$ cat src/rtl/refsel_pkg.sv
// Shared types for the reference clock selector.
package refsel_pkg;
    typedef enum logic [1:0] {
        MODE_FORCE0  = 2'b00,
        MODE_FORCE1  = 2'b01,
        MODE_HOLD    = 2'b10,
        MODE_PREFER0 = 2'b11
    } refsel_mode_e;
endpackage

$ cat src/rtl/refsel_los_det.sv
// Loss-of-signal detector for one reference input.
// Assumes: ref_i is asynchronous to clk; timeout_i is at least 1.
// A two-flop synchronizer and an edge detector feed a saturating gap counter.
module refsel_los_det #(
    parameter int TO_W = 8
) (
    input  logic            clk,
    input  logic            rst_n,
    input  logic            ref_i,
    input  logic [TO_W-1:0] timeout_i,
    output logic            los_o
);
    logic [2:0]      smp_q;   // [0] first sync stage, [1] second, [2] previous
    logic            edge_w;
    logic [TO_W-1:0] gap_q;

    // Synchronize the input and keep one more sample for edge detection.
    always_ff @(posedge clk) begin
        if (!rst_n) smp_q <= '0;
        else        smp_q <= {smp_q[1:0], ref_i};
    end

    assign edge_w = smp_q[1] ^ smp_q[2];

    // Count cycles since the last edge, saturating at the timeout.
    always_ff @(posedge clk) begin
        if (!rst_n)                gap_q <= '0;
        else if (edge_w)           gap_q <= '0;
        else if (gap_q < timeout_i) gap_q <= gap_q + 1'b1;
    end

    assign los_o = (gap_q >= timeout_i);


    los_clear_chk: assert property (@(posedge clk) disable iff (!rst_n)
        edge_w |=> !los_o);

    los_rise_chk: assert property (@(posedge clk) disable iff (!rst_n)
        $rose(los_o) |-> !$past(edge_w));
endmodule

$ cat src/rtl/refsel_ctrl.sv
// Configuration register and selection state machine.
// Assumes: los_i comes from per-input detectors in the same clock domain.
// Forced modes pin the selection; automatic modes act on los_i only.
module refsel_ctrl
    import refsel_pkg::*;
#(
    parameter int TO_W        = 8,
    parameter int DEF_TIMEOUT = 16
) (
    input  logic            clk,
    input  logic            rst_n,
    input  logic            cfg_we,
    input  logic [1:0]      cfg_mode,
    input  logic [TO_W-1:0] cfg_timeout,
    input  logic [1:0]      los_i,
    output logic [TO_W-1:0] timeout_o,
    output logic            sel_o,
    output logic [1:0]      los_flag_o
);
    localparam logic [TO_W-1:0] TO_RST = TO_W'(DEF_TIMEOUT);

    refsel_mode_e    mode_q;
    refsel_mode_e    mode_wr;
    logic            sel_q;
    logic            sel_d;

    assign mode_wr = refsel_mode_e'(cfg_mode);

    // Hold the mode and timeout fields; a zero timeout is stored as one.
    always_ff @(posedge clk) begin
        if (!rst_n) begin
            mode_q    <= MODE_FORCE0;
            timeout_o <= TO_RST;
        end else if (cfg_we) begin
            mode_q    <= mode_wr;
            timeout_o <= (cfg_timeout == '0) ? TO_W'(1) : cfg_timeout;
        end
    end

    // Next selection from the mode, the write strobe and the loss indications.
    always_comb begin
        sel_d = sel_q;
        if (cfg_we) begin
            if (!mode_wr[1])     sel_d = mode_wr[0];
            else if (!mode_q[1]) sel_d = 1'b0;
        end else begin
            unique case (mode_q)
                MODE_FORCE0:  sel_d = 1'b0;
                MODE_FORCE1:  sel_d = 1'b1;
                MODE_HOLD: begin
                    if (!sel_q && los_i[0] && !los_i[1])     sel_d = 1'b1;
                    else if (sel_q && los_i[1] && !los_i[0]) sel_d = 1'b0;
                end
                MODE_PREFER0: begin
                    if (!los_i[0])      sel_d = 1'b0;
                    else if (!los_i[1]) sel_d = 1'b1;
                end
                default: sel_d = sel_q;
            endcase
        end
    end

    // Register the selection.
    always_ff @(posedge clk) begin
        if (!rst_n) sel_q <= 1'b0;
        else        sel_q <= sel_d;
    end

    assign sel_o      = sel_q;
    assign los_flag_o = mode_q[1] ? los_i : 2'b00;


    force0_chk: assert property (@(posedge clk) disable iff (!rst_n)
        (!cfg_we && mode_q == MODE_FORCE0) |=> !sel_o);

    force1_chk: assert property (@(posedge clk) disable iff (!rst_n)
        (!cfg_we && mode_q == MODE_FORCE1) |=> sel_o);

    hold_stay_chk: assert property (@(posedge clk) disable iff (!rst_n)
        (!cfg_we && mode_q == MODE_HOLD && !los_i[sel_q]) |=> $stable(sel_o));

    prefer0_chk: assert property (@(posedge clk) disable iff (!rst_n)
        (!cfg_we && mode_q == MODE_PREFER0 && !los_i[0]) |=> !sel_o);

    both_lost_chk: assert property (@(posedge clk) disable iff (!rst_n)
        (!cfg_we && mode_q[1] && los_i[0] && los_i[1]) |=> $stable(sel_o));

    reinit_chk: assert property (@(posedge clk) disable iff (!rst_n)
        (cfg_we && !mode_q[1] && cfg_mode[1]) |=> !sel_o);
endmodule

$ cat src/rtl/refclk_selector.sv
// Redundant reference clock selector: two loss detectors and a selection controller.
// Assumes: clk is the local sampling clock, fast enough to see every reference edge.
module refclk_selector #(
    parameter int TO_W        = 8,
    parameter int DEF_TIMEOUT = 16,
    parameter int N_REF       = 2
) (
    input  logic            clk,
    input  logic            rst_n,
    input  logic            cfg_we,
    input  logic [1:0]      cfg_mode,
    input  logic [TO_W-1:0] cfg_timeout,
    input  logic [1:0]      ref_in,
    output logic            sel_idx,
    output logic [1:0]      los_flag
);
    logic [TO_W-1:0]  timeout_w;
    logic [N_REF-1:0] los_w;

    // One detector per reference input.
    for (genvar g = 0; g < N_REF; g++) begin : g_det
        refsel_los_det #(.TO_W(TO_W)) u_det (
            .clk      (clk),
            .rst_n    (rst_n),
            .ref_i    (ref_in[g]),
            .timeout_i(timeout_w),
            .los_o    (los_w[g])
        );
    end

    refsel_ctrl #(.TO_W(TO_W), .DEF_TIMEOUT(DEF_TIMEOUT)) u_ctrl (
        .clk        (clk),
        .rst_n      (rst_n),
        .cfg_we     (cfg_we),
        .cfg_mode   (cfg_mode),
        .cfg_timeout(cfg_timeout),
        .los_i      (los_w),
        .timeout_o  (timeout_w),
        .sel_o      (sel_idx),
        .los_flag_o (los_flag)
    );
endmodule

$ cat config.mk
export PLATFORM = sky130hd
export DESIGN_NAME = refclk_selector
export DESIGN_NICKNAME = d
export VERILOG_FILES = /design/src/rtl/refsel_pkg.sv /design/src/rtl/refsel_los_det.sv /design/src/rtl/refsel_ctrl.sv /design/src/rtl/refclk_selector.sv
export SDC_FILE = /design/constraint.sdc
export NUM_CORES = 1
export LEC_CHECK = 0
export CAP_MARGIN = 15
export CORE_MARGIN = 8
export CORE_UTILIZATION = 50
export CTS_CLUSTER_DIAMETER = 100
export DETAILED_ROUTE_END_ITERATION = 16
export GPL_TIMING_DRIVEN = 0
export HOLD_SLACK_MARGIN = 0.02
export PLACE_DENSITY = 0.71
export SLEW_MARGIN = 25
export SYNTH_ARGS = -nofsm -noshare
export SYNTH_HDL_FRONTEND = slang
export SYNTH_HIERARCHICAL = 1
export SYNTH_SLANG_ARGS = --single-unit
$ cat constraint.sdc
create_clock -name clk -period 2.21 [get_ports clk]
set_input_delay 0.442 -clock clk [delete_from_list [all_inputs] [get_ports clk]]
set_output_delay 0.442 -clock clk [all_outputs]
set_load 0.02 [all_outputs]
==> Yosys cells after proc, flatten, opt, wreduce, memory -nomap -nowiden <==
Index checks and enable logic that the tools add are counted.
{ "word_totals": {"input_bits": 15, "output_inout_bits": 3, "regBits": 33} }
{ "op_classes": {"order_cmp": 4, "n_eq_ne": 6, "add_sub_neg": 2, "mux": 10, "n_bitwise": 3, "n_reduce_logical": 12} }
{ "ops": {"columns": ["operator", "count"], "rows": [
  ["$add A8 B1 Y8 const B", 2],
  ["$ge A8 B8 Y1", 2],
  ["$lt A8 B8 Y1", 2],
  ["$logic_not A8 Y1", 1],
  ["$mux W8", 1],
  ["$mux W1", 7],
  ["$eq A2 B2 Y1 const B", 2],
  ["$logic_and A1 B1 Y1", 4],
  ["$ne A4 B2 Y1 const B", 1],
  ["$ne A4 B4 Y1 const B", 1],
  ["$pmux W1 S4", 1],
  ["$reduce_or A2 Y1", 2],
  ["$logic_not A1 Y1", 3],
  ["$ne A3 B3 Y1 const B", 1],
  ["$reduce_and A3 Y1", 1],
  ["$eq A2 B1 Y1 const B", 1],
  ["$logic_not A2 Y1", 1],
  ["$mux W2", 1],
  ["$xor A1 B1 Y1", 2],
  ["$not A1 Y1", 1]
]} }

==> Logic depth before layout (Yosys ltp) <==
Gate-level depths: netlist (run 1).
{ "logic_depth": {"word_depth": 7, "depth_mapped": 11, "mapped_depth_nobuf": 10} }

==> Hierarchy <==
The synthesis (run 1) kept the hierarchy.
{ "by_module_without_submodules": {"columns": ["module", "n_inst", "area_per_inst_um2", "seq_area_each_um2", "cells_each"], "rows": [
  ["refsel_los_det", 2, 668.1, 220.2, 80],
  ["refsel_ctrl", 1, 511.7, 220.2, 51]
]} }

==> Least setup slack after synthesis (run 1) <==
Ideal clock, no wire load.
{ "synth_timing": {"path_type": "reg-to-reg", "start": "register u_ctrl.timeout_o[1]", "end": "register u_ctrl.sel_q, in the netlist u_ctrl/sel_o", "stages_incl_launch_ff": 12, "setup_ps": 119, "setup_slack_ps": -94, "path_buffers": 1, "arrival_ps": 2185, "synth_period_minus_slack_ps": 2304, "t_required_ps": 2091, "path_cell_list": "dfxtp_1 > inv_1 > ha_1 > nor2b_1 > o211ai_2 > a21oi_1 > buf_4 > nor2_1 > o21ai_0 > and2_1 > a32o_1 > o221a_1"} }
{ "synth_via": {"elab_chain_cells": 6, "word_cells_on_any_way": 15, "cone_classes": "2 x order compare; 2 x eq/ne; 4 x mux; 7 x reduce/logical"} }
{ "synth_lines": {"columns": ["element", "line", "source"], "rows": [
  ["start: declaration", "refsel_ctrl.sv:16", "output logic [TO_W-1:0] timeout_o,"],
  ["start signal: assignment", "refsel_ctrl.sv:36", "timeout_o <= (cfg_timeout == '0) ? TO_W'(1) : cfg_timeout;"],
  ["$ge A8 B8 Y1 (*)", "refsel_los_det.sv:32", "assign los_o = (gap_q >= timeout_i);"],
  ["named net los_w[1]", "refclk_selector.sv:18", "logic [N_REF-1:0] los_w;"],
  ["$logic_not A1 Y1", "refsel_ctrl.sv:51", "if (!sel_q && los_i[0] && !los_i[1]) sel_d = 1'b1;"],
  ["$logic_and A1 B1 Y1", "refsel_ctrl.sv:51", null],
  ["$mux W1", "refsel_ctrl.sv:51", null],
  ["$pmux W1 S4", "refsel_ctrl.sv:47", "unique case (mode_q)"],
  ["$mux W1", "refsel_ctrl.sv:43", "if (cfg_we) begin"],
  ["end signal: assignment", "refsel_ctrl.sv:66", "else sel_q <= sel_d;"],
  ["end: declaration", "refsel_ctrl.sv:24", "logic sel_q;"]
]} }
Mark *: on every way through the listed nets, which the timed path passes. The rest lies on a longest branch.
A chain may end at the register's enable or synchronous reset.

==> Final worst setup path (run 1) <==
{ "layout_timing": {"start": "register u_ctrl.timeout_o[1]", "end": "output los_flag[1]"} }
{ "layout_via": {"elab_chain_cells": 2} }
{ "layout_lines": {"columns": ["element", "line", "source"], "rows": [
  ["$ge A8 B8 Y1", "refsel_los_det.sv:32", null],
  ["named net los_w[1]", "refclk_selector.sv:18", null],
  ["$mux W2", "refsel_ctrl.sv:70", "assign los_flag_o = mode_q[1] ? los_i : 2'b00;"],
  ["end: declaration", "refclk_selector.sv:15", "output logic [1:0] los_flag"]
]} }
The timed path passes the listed nets, and every way through them passes these cells.

==> results of run 1 <==
## logic make-up after synthesis
kind of cell	Yosys count
DFF	33
buffers and inverters	22
adders and majority gates	18
xor gates and xnor gates	2
and+or+nand+nor	74
muxes	11
AOI/OAI and AO/OA	51
## layout make-up
class                      count  area share, %
multi-input combinational    156           52.6
sequential                    33           26.9
timing repair buffer          28           10.2
clock buffer                   7           3.43
inverter                      17           2.53
tap                           48           2.38
clock inverter                 1           1.19
buffer                         3          0.794
## worst paths after layout
path	end	slack, ns	cells past startpoint
worst max register to register	g_det[0].u_det/gap_q[7]	0.11	10
worst max-delay path	los_flag[1]	-0.04	9
worst min-delay path	g_det[1].u_det/smp_q[1]	0.43	1
worst min register to register	g_det[1].u_det/smp_q[1]	0.43	1
## flip-flops by register name, summed over array words and instances, names as in the netlist
signal	count
g_det.u_det/gap_q	16
g_det.u_det/smp_q	6
u_ctrl/mode_q	2
u_ctrl/sel_o	1
u_ctrl/timeout_o	8
## per-stage QoR
step	area (um^2)	utilization, %
2_1_floorplan	1860	-
3_5_place_dp	2080	57.6
5_1_grt	2520	69.9
4_1_cts	2410	66.8
3_3_place_gp	2080	57.6
6_report	2520	69.9
## power by group through the flow
stage	logic, mW	registers (mW)	clock network (mW)
floorplan	0.135	0.659	0
global placement	0.192	0.665	0
detailed placement	0.197	0.665	0
CTS	0.255	0.658	0.595
global route	0.298	0.665	0.634
finish	0.270	0.660	0.597
## worst reg2reg max path: stages (launching register included)
cell and delay (ns):
dfxtp_2 0.36, inv_2 0.05, ha_4 0.21, nor2b_4 0.12
o211ai_2 0.17, a21oi_4 0.09, buf_4 0.14, buf_6 0.13
buf_4 0.15, or4_1 0.49, a21oi_1 0.13
## per-layer routing
layer | share of wire (%) | up-vias
li1 | - | 830
met1 | 47 | 768
met2 | 47 | 34
met3 | 4.2 | 5
met4 | 1.3 | 0
met5 | 0 | -
## synthesized netlist by cell type, types with 2 or more instances
cell type	number	area [um^2]
and2_1	13	81.3
or3_1	10	62.6
nand2_1	13	48.8
inv_1	17	63.8
a21oi_1	22	110
o211ai_1	2	15.0
and3_1	2	12.5
o21a_1	3	22.5
mux2i_1	10	100
nor2_1	4	15.0
nor2b_1	10	62.6
o21ai_0	15	75.1
buf_4	2	15.0
xnor2_1	2	17.5
nand4_1	12	75.1
or4_1	4	30.0
o31ai_1	2	15.0
dfxtp_1	33	661
o211ai_2	2	25.0
ha_1	18	225
nand3_1	2	10.0
## timing repair
action / 4_1_cts / 5_1_grt
buffers inserted: 10 / 2
pin swaps: 11 / 14
resized for setup: 54 / 11
setup endpoints to repair: 3 / 2
gates cloned: 0 / 0
==> results.txt, run 1 <==
The clock tree synthesis step divided the H-tree into 2 levels. The pin count of the biggest net entering global routing came out at 13. In the final layout, the multi-input gates occupy 1330 um^2. The sequential cells in the finished layout cover a total of 677 um^2. The flow ran to the end, but the final reports show violations. The count of cell types in the netlist came out at 34.

The largest single stage delay on the critical path is 0.36 ns. The clock period minus final worst setup slack is 2.25 ns. The summed negative setup slack over all endpoints came out at -0.0695 ns.

The floorplan step defined a die boundary enclosing 5900 um^2. The critical path starts at u_ctrl/timeout_o[1]. The xor-xnor portion of the synthesized cell area is 0.948%.

The via count of the first global-routing pass was 1655. Summed over all cells, the static leakage comes to 1.00 nW. The clock sink count is 33.

Input and output buffers added on the ports amount to 16. Timing would allow up to 0.445 GHz. The growth of design area from synthesis to finish is 36.4%. Power comes to 1.53 mW. The cell area that synthesis handed to floorplanning was 1850 um^2. The starting DRC count in detailed routing came out at 90.

The worst setup slack before clock tree synthesis is -0.818 ns. The total of max-cap violations is 0. Net switching is 25.8% of the power. Averaged over all synthesized cells, the footprint is 8.76 um^2. The first-pass GRT wire length is 7580 um. The via density per instance came out at 5.59.

The met2 track utilization from global routing is 23.8%. The CTS tree is yes. The number of nets in the finished design is 277. The cell sitting at the root of the clock tree is a clkbuf_8. Clock-pin slew was measured on the worst setup and hold paths at 0.08 ns. STA classifies the critical path startpoint as a flop. On the critical path the largest part of the delay comes from simple AND/OR/NAND/NOR gates.

The initial antenna violation count came out at 0. The highest-utilization routing layer at the global route stage is met2. The buffer levels on the longest clock path came out at 2. The synthesized net count is 244.

The finished layout holds 293 standard cells, fillers aside. The part of the total power dissipated in combinational logic came out at 17.7%. The simple logic cell fraction of the synthesized area is 22.9%.

The met1 track utilization from global routing is 19.3%. The post-synthesis compound-gate area fraction came out at 16.7%. The worst slew margin relative to its limit is 72.2%. The sequential fraction of the synthesis area came out at 35.7%. The count of standard-cell rows came out at 22. The transition time at the pin with the least slew margin is 0.417 ns. The multiplexer share of the synthesized area is 6.23%. The floorplan step defined a core boundary enclosing 3610 um^2.

The final routed wirelength across all metal layers came out at 4460 um. For this run, design rule violations remaining after detail routing come to 0. Power spread over the standard cell area amounts to 606 nW/um^2.

The average wire length per cell after detail routing is 15.2 um. The HPWL after detailed placement is 2870 um. The adder and majority cell fraction of the synthesized area is 12.2%. Routability-driven placement finished with a final weighted congestion of 0.816.

Pin placement for this block handled 18 I/O pins. The total grt overflow came out at 0. The starting density of the core came out at 51.2%. The critical path goes through inv_2, ha_4, nor2b_4, o211ai_2, a21oi_4, nor2_4, o21ai_4, and2_4, buf_6. The repair_antennas step left the layout with diodes totalling 0. The worst setup path is captured at an output port. The floorplan die height is 76.8 um.

The final reports fail on negative setup slack. The share of flip-flops with an asynchronous set or reset after synthesis came out at 0%. The count of final hold-check violations is 0.

Setup violations remaining at the end of the flow were counted as 2. The clock latency of the later-clocked register in the worst-skew pair came out at 0.29 ns. In the global route stage, overall resource usage came out at 15.4%. The path class of the tightest hold or removal check is reg2reg. The number of cells in the design after placement is 275. Across all layers, the routed design uses 1637 vias. After synthesis, the largest family of logic cells by area is simple AND/OR/NAND/NOR gates. The worst hold-check slack came out at 0.432 ns. In this run the worst path has a maximum fanout of 3. The max-slew violation count is 0.

Per report_power, the sequential group accounts for 43.2% of the total. The first TritonRoute pass finished after 6 iterations. The number of warning messages in the yosys log is 6. The clock share of power came out at 39.1%. Counting both buffers and inverters, the worst setup path holds a total of 2. The startpoint identified for the worst register-to-register timing path is u_ctrl/timeout_o[1]. The total clock buffers created by CTS is 5. The data arrival time of the critical path is 1.81 ns. The net switching power came out at 394 uW.

The internal power consumption is 1.13 mW. Setup repair after global routing could not meet its margin everywhere. The launch point of the worst hold path is g_det[1].u_det/smp_q[0]. Global routing used 4.66% of the available met3 tracks.

From left edge to right edge, the die measures 76.8 um. Among all flip-flop cells after synthesis, the most frequent one is dfxtp_1. The post-route clock skew came out at 0.0116 ns.

After technology mapping, the gate count stands at 211. Leaving out fill and tap cells, the most frequent cell in the layout is dfxtp_1. The residual antenna-violating net count after detailed routing came out at 0. The fraction of layout instances using a drive strength above 1 came out at 26.5%. Counting flops with a built-in enable in the synthesized netlist gives 0. The number of inserted filler cells in the final layout came out at 276. The worst setup margin came out at -0.0390 ns.

The count of hold-fix buffers inserted at cts is 0. The worst-case IR drop observed on VDD is 0.386 mV. The setup path with the least slack is of type reg2out. The worst path required time is 1.77 ns. The slowest stage cell on the critical path is dfxtp_2. The top cell types in the final layout, fill and taps aside, are dfxtp_1 (24), inv_1 (14), a21oi_1 (14), clkdlybuf4s50_1 (14), nand2_1 (13).

In this run, synthesis produced a sequential element count of 33. The post-route clock period utilization is 102%.
(Power assumes the default switching activity.)
==> run 2, diff against run 1 <==
- SKIP_CTS_REPAIR_TIMING: unset -> 1
- clock period: 2.21 -> 2.05 ns (I/O delays scaled with it)
==> results.txt, run 2 (synthesized netlist as in run 1, its figures left out) <==
The floorplan die height came out at 76.8 um (unchanged). The worst register-to-register path ends at u_ctrl/sel_o. The initial antenna violation count came to 0 (unchanged).

The worst ir drop on vdd is 0.430 mV (+11%). In the layout the commonest cells are dfxtp_1 (24), buf_4 (17), inv_1 (15), a21oi_1 (15), ha_1 (15). The critical path endpoint category is an output port. Traced cell by cell, the critical path runs through inv_1, ha_1, nand4_1, a21oi_4, buf_6, nor2_4, o21ai_4, and2_4, buf_6.

Subtracting the final worst setup slack from the clock period gives 2.39 ns. The post-route clock period utilization is 116%. The via count of the routed design came out at 1647 (+0.61%). The starting density of the core came out at 51.2% (unchanged). The first-pass GRT wire length came out at 6290 um (-17%). The reported leakage power came out at 1.02 nW (+1.6%). The starting DRC count in detailed routing was 81 (-10%). The data arrival time of the critical path came out at 1.98 ns (+0.17 ns).

The highest fanout seen on the critical path is 7 (+4). The total grt overflow is 0 (unchanged). The slowest stage of the critical path is the dfxtp_2 cell. The cell family contributing the most delay on the critical path is simple AND/OR/NAND/NOR gates. The depth of the critical timing path with buffers and inverters included came out at 9 (unchanged).

The residual antenna-violating net count after detailed routing came out at 0 (unchanged). The area of the placeable core was 3610 um^2 (unchanged). Counting flops per register, the top entry is g_det.u_det/gap_q. The clock latency of the later-clocked register in the worst-skew pair is 0.28 ns (about the same). The run finished, with violations left. The tree is rooted in a clkbuf_8.

The sum of buffers and inverters on the critical path is 3 (+1). The total of max-cap violations was 0 (unchanged). The count of final hold-check violations came to 0 (unchanged). The largest registers in the layout are g_det.u_det/gap_q (16), u_ctrl/timeout_o (8), g_det.u_det/smp_q (6). The HPWL reported at the end of detailed placement came out at 2800 um (-2.5%). The final routed wirelength across all metal layers came out at 4120 um (-7.7%). The power per unit of standard cell area is 602 nW/um^2 (-0.68%). The number of cells in the finished layout apart from fillers is 300 (+2.4%).

The type of origin of the critical path is a flop. The tightest min-delay check is of the reg2reg type. The post-CTS clock slew at the launch and capture registers of the worst setup and hold paths is 0.07 ns (about the same).

The buffer levels on the longest clock path came to 2 (unchanged). The post-route clock skew came out at 0.00358 ns (-0.00800 ns). TritonCTS built the clock tree. Setup repair after global routing could not meet its margin everywhere. The logic depth of the worst register-to-register path is 11 (+1).

The critical path's largest stage delay is 0.36 ns (about the same). The full die area came out at 5900 um^2 (unchanged). The CTS H-tree depth was 2 (unchanged). The dominant cell type by count on the critical path is buf_6. The post-layout total power came out at 1.48 mW (-3.3%). The count of standard-cell rows came out at 22 (unchanged). The critical register-to-register path startpoint is u_ctrl/timeout_o[7]. The count of boundary I/O pins is 18 (unchanged). The number of flip-flops in the largest register is 16 (unchanged).

The most critical setup path has its endpoint at los_flag[0]. The setup path with the least slack is of type reg2out. The detailed-routing iteration count for the pre-antenna-repair pass came out at 4 (-2).

The checks that failed: negative setup slack. The pin count of the biggest net entering global routing came out at 13 (unchanged). The summed negative setup slack over all endpoints came out at -0.733 ns (-0.664 ns). The setup violation total in the final timing report was 3 (+1). The library cell used most frequently in the layout, excluding fill and tap cells, is dfxtp_1. The max-slew violation count came out at 0 (unchanged). The startpoint identified for the worst hold timing path is g_det[0].u_det/smp_q[0]. The number of diodes added for antenna fixing came to 0 (unchanged). The number of cells in the design after placement came out at 275 (unchanged). The global-route usage over all layers was 12.8% (-2.5 points). The post-route DRC violation count is 0 (unchanged). The area growth from synthesis to layout is 32.7%. The worst setup path startpoint is u_ctrl/timeout_o[7]. The total clock buffers created by CTS is 5 (unchanged).

The via density per instance is 5.49 (-1.7%). The transition time at the pin with the least slew margin came out at 0.368 ns (-0.0488 ns). The worst path required time is 1.64 ns (-0.13 ns). The last weighted congestion value of the routability-driven placer was 0.786 (-3.6%). The number of port buffers is 16 (unchanged). The die boundary width is 76.8 um (unchanged). The maximum clock frequency is 0.419 GHz.

The number of nets in the finished design came out at 284 (+2.5%). The worst-case register-to-register setup slack was -0.12 ns (-0.23 ns). The worst slew margin relative to its limit is 75.5% (+3.3 points). The via count of the first global-routing pass is 1495 (-9.7%). The clock sink count came out at 33 (unchanged). The worst setup margin is -0.335 ns (-0.296 ns). The fraction of layout instances using a drive strength above 1 is 25.8% (-0.74 points). The average wire length per cell after detail routing came out at 13.7 um (-9.8%).
==> run 2: cell count changes in the layout (fill, tap and decap cells not counted), moves of 2 or more <==
cell,before,now
ha_1,9,15
ha_4,9,3
buf_4,11,17
clkinv_2,0,2
==> run 2: area by class of cell <==
class,count,area [um^2]
multi-input cells,156,1230
plain buffers,5,42.5
clock inverters,3,17.5
well taps,48,60.1
repair buffers,33,290
inverters,17,63.8
flip-flops and latches,33,677
fillers,285,1150
clock buffers,5,68.8
==> run 2: metrics by stage <==
stage	area [um^2]	hold slack (ns)	setup slack (ns)	utilization [%]
floorplan	1880	0.412	-0.0372	-
global placement	2100	0.414	-0.730	58.3
detailed placement	2100	0.423	-0.714	58.3
CTS	2190	0.443	-1.05	60.7
global route	2450	0.454	-0.441	68.0
finish	2450	0.435	-0.335	68.0
==> run 2: worst register-to-register path, delay by kind of cell, from the launching register on <==
family          cells  cell delay, ns
fa+ha+maj           1            0.32
compound gates      4            0.81
flops               1            0.36
simple gates        2            0.22
buf+inv             4            0.39
==> run 2: report_power, final <==
group / internal, mW / switching, mW / total, mW
clock: 0.234 / 0.232 / 0.466
sequential: 0.675 / 0.0348 / 0.710
combinational: 0.160 / 0.139 / 0.300
==> run 2: how the worst min path moves through the flow <==
stage	slack, ns	end	cells past startpoint
finish	0.43	g_det[0].u_det/smp_q[1]	1
CTS	0.44	g_det[0].u_det/smp_q[1]	1
global route	0.45	g_det[1].u_det/smp_q[1]	1
detailed placement	0.42	g_det[0].u_det/smp_q[1]	1
global placement	0.41	g_det[1].u_det/smp_q[1]	1
floorplan	0.41	g_det[0].u_det/smp_q[1]	1
==> run 2: routing by layer <==
metal	wire [um]	vias to the layer above	track usage, %
met4	91	0	4.81
met1	1890	765	14.2
li1	-	841	-
met5	0	-	0
met2	1950	31	21.5
met3	185	10	5.13
==> run 3, diff against run 2 <==
- ABC_CLOCK_PERIOD_IN_PS: unset -> 2050
==> results of run 3 <==
No change in the layout: final DEF, timing and power equal those of run 2.
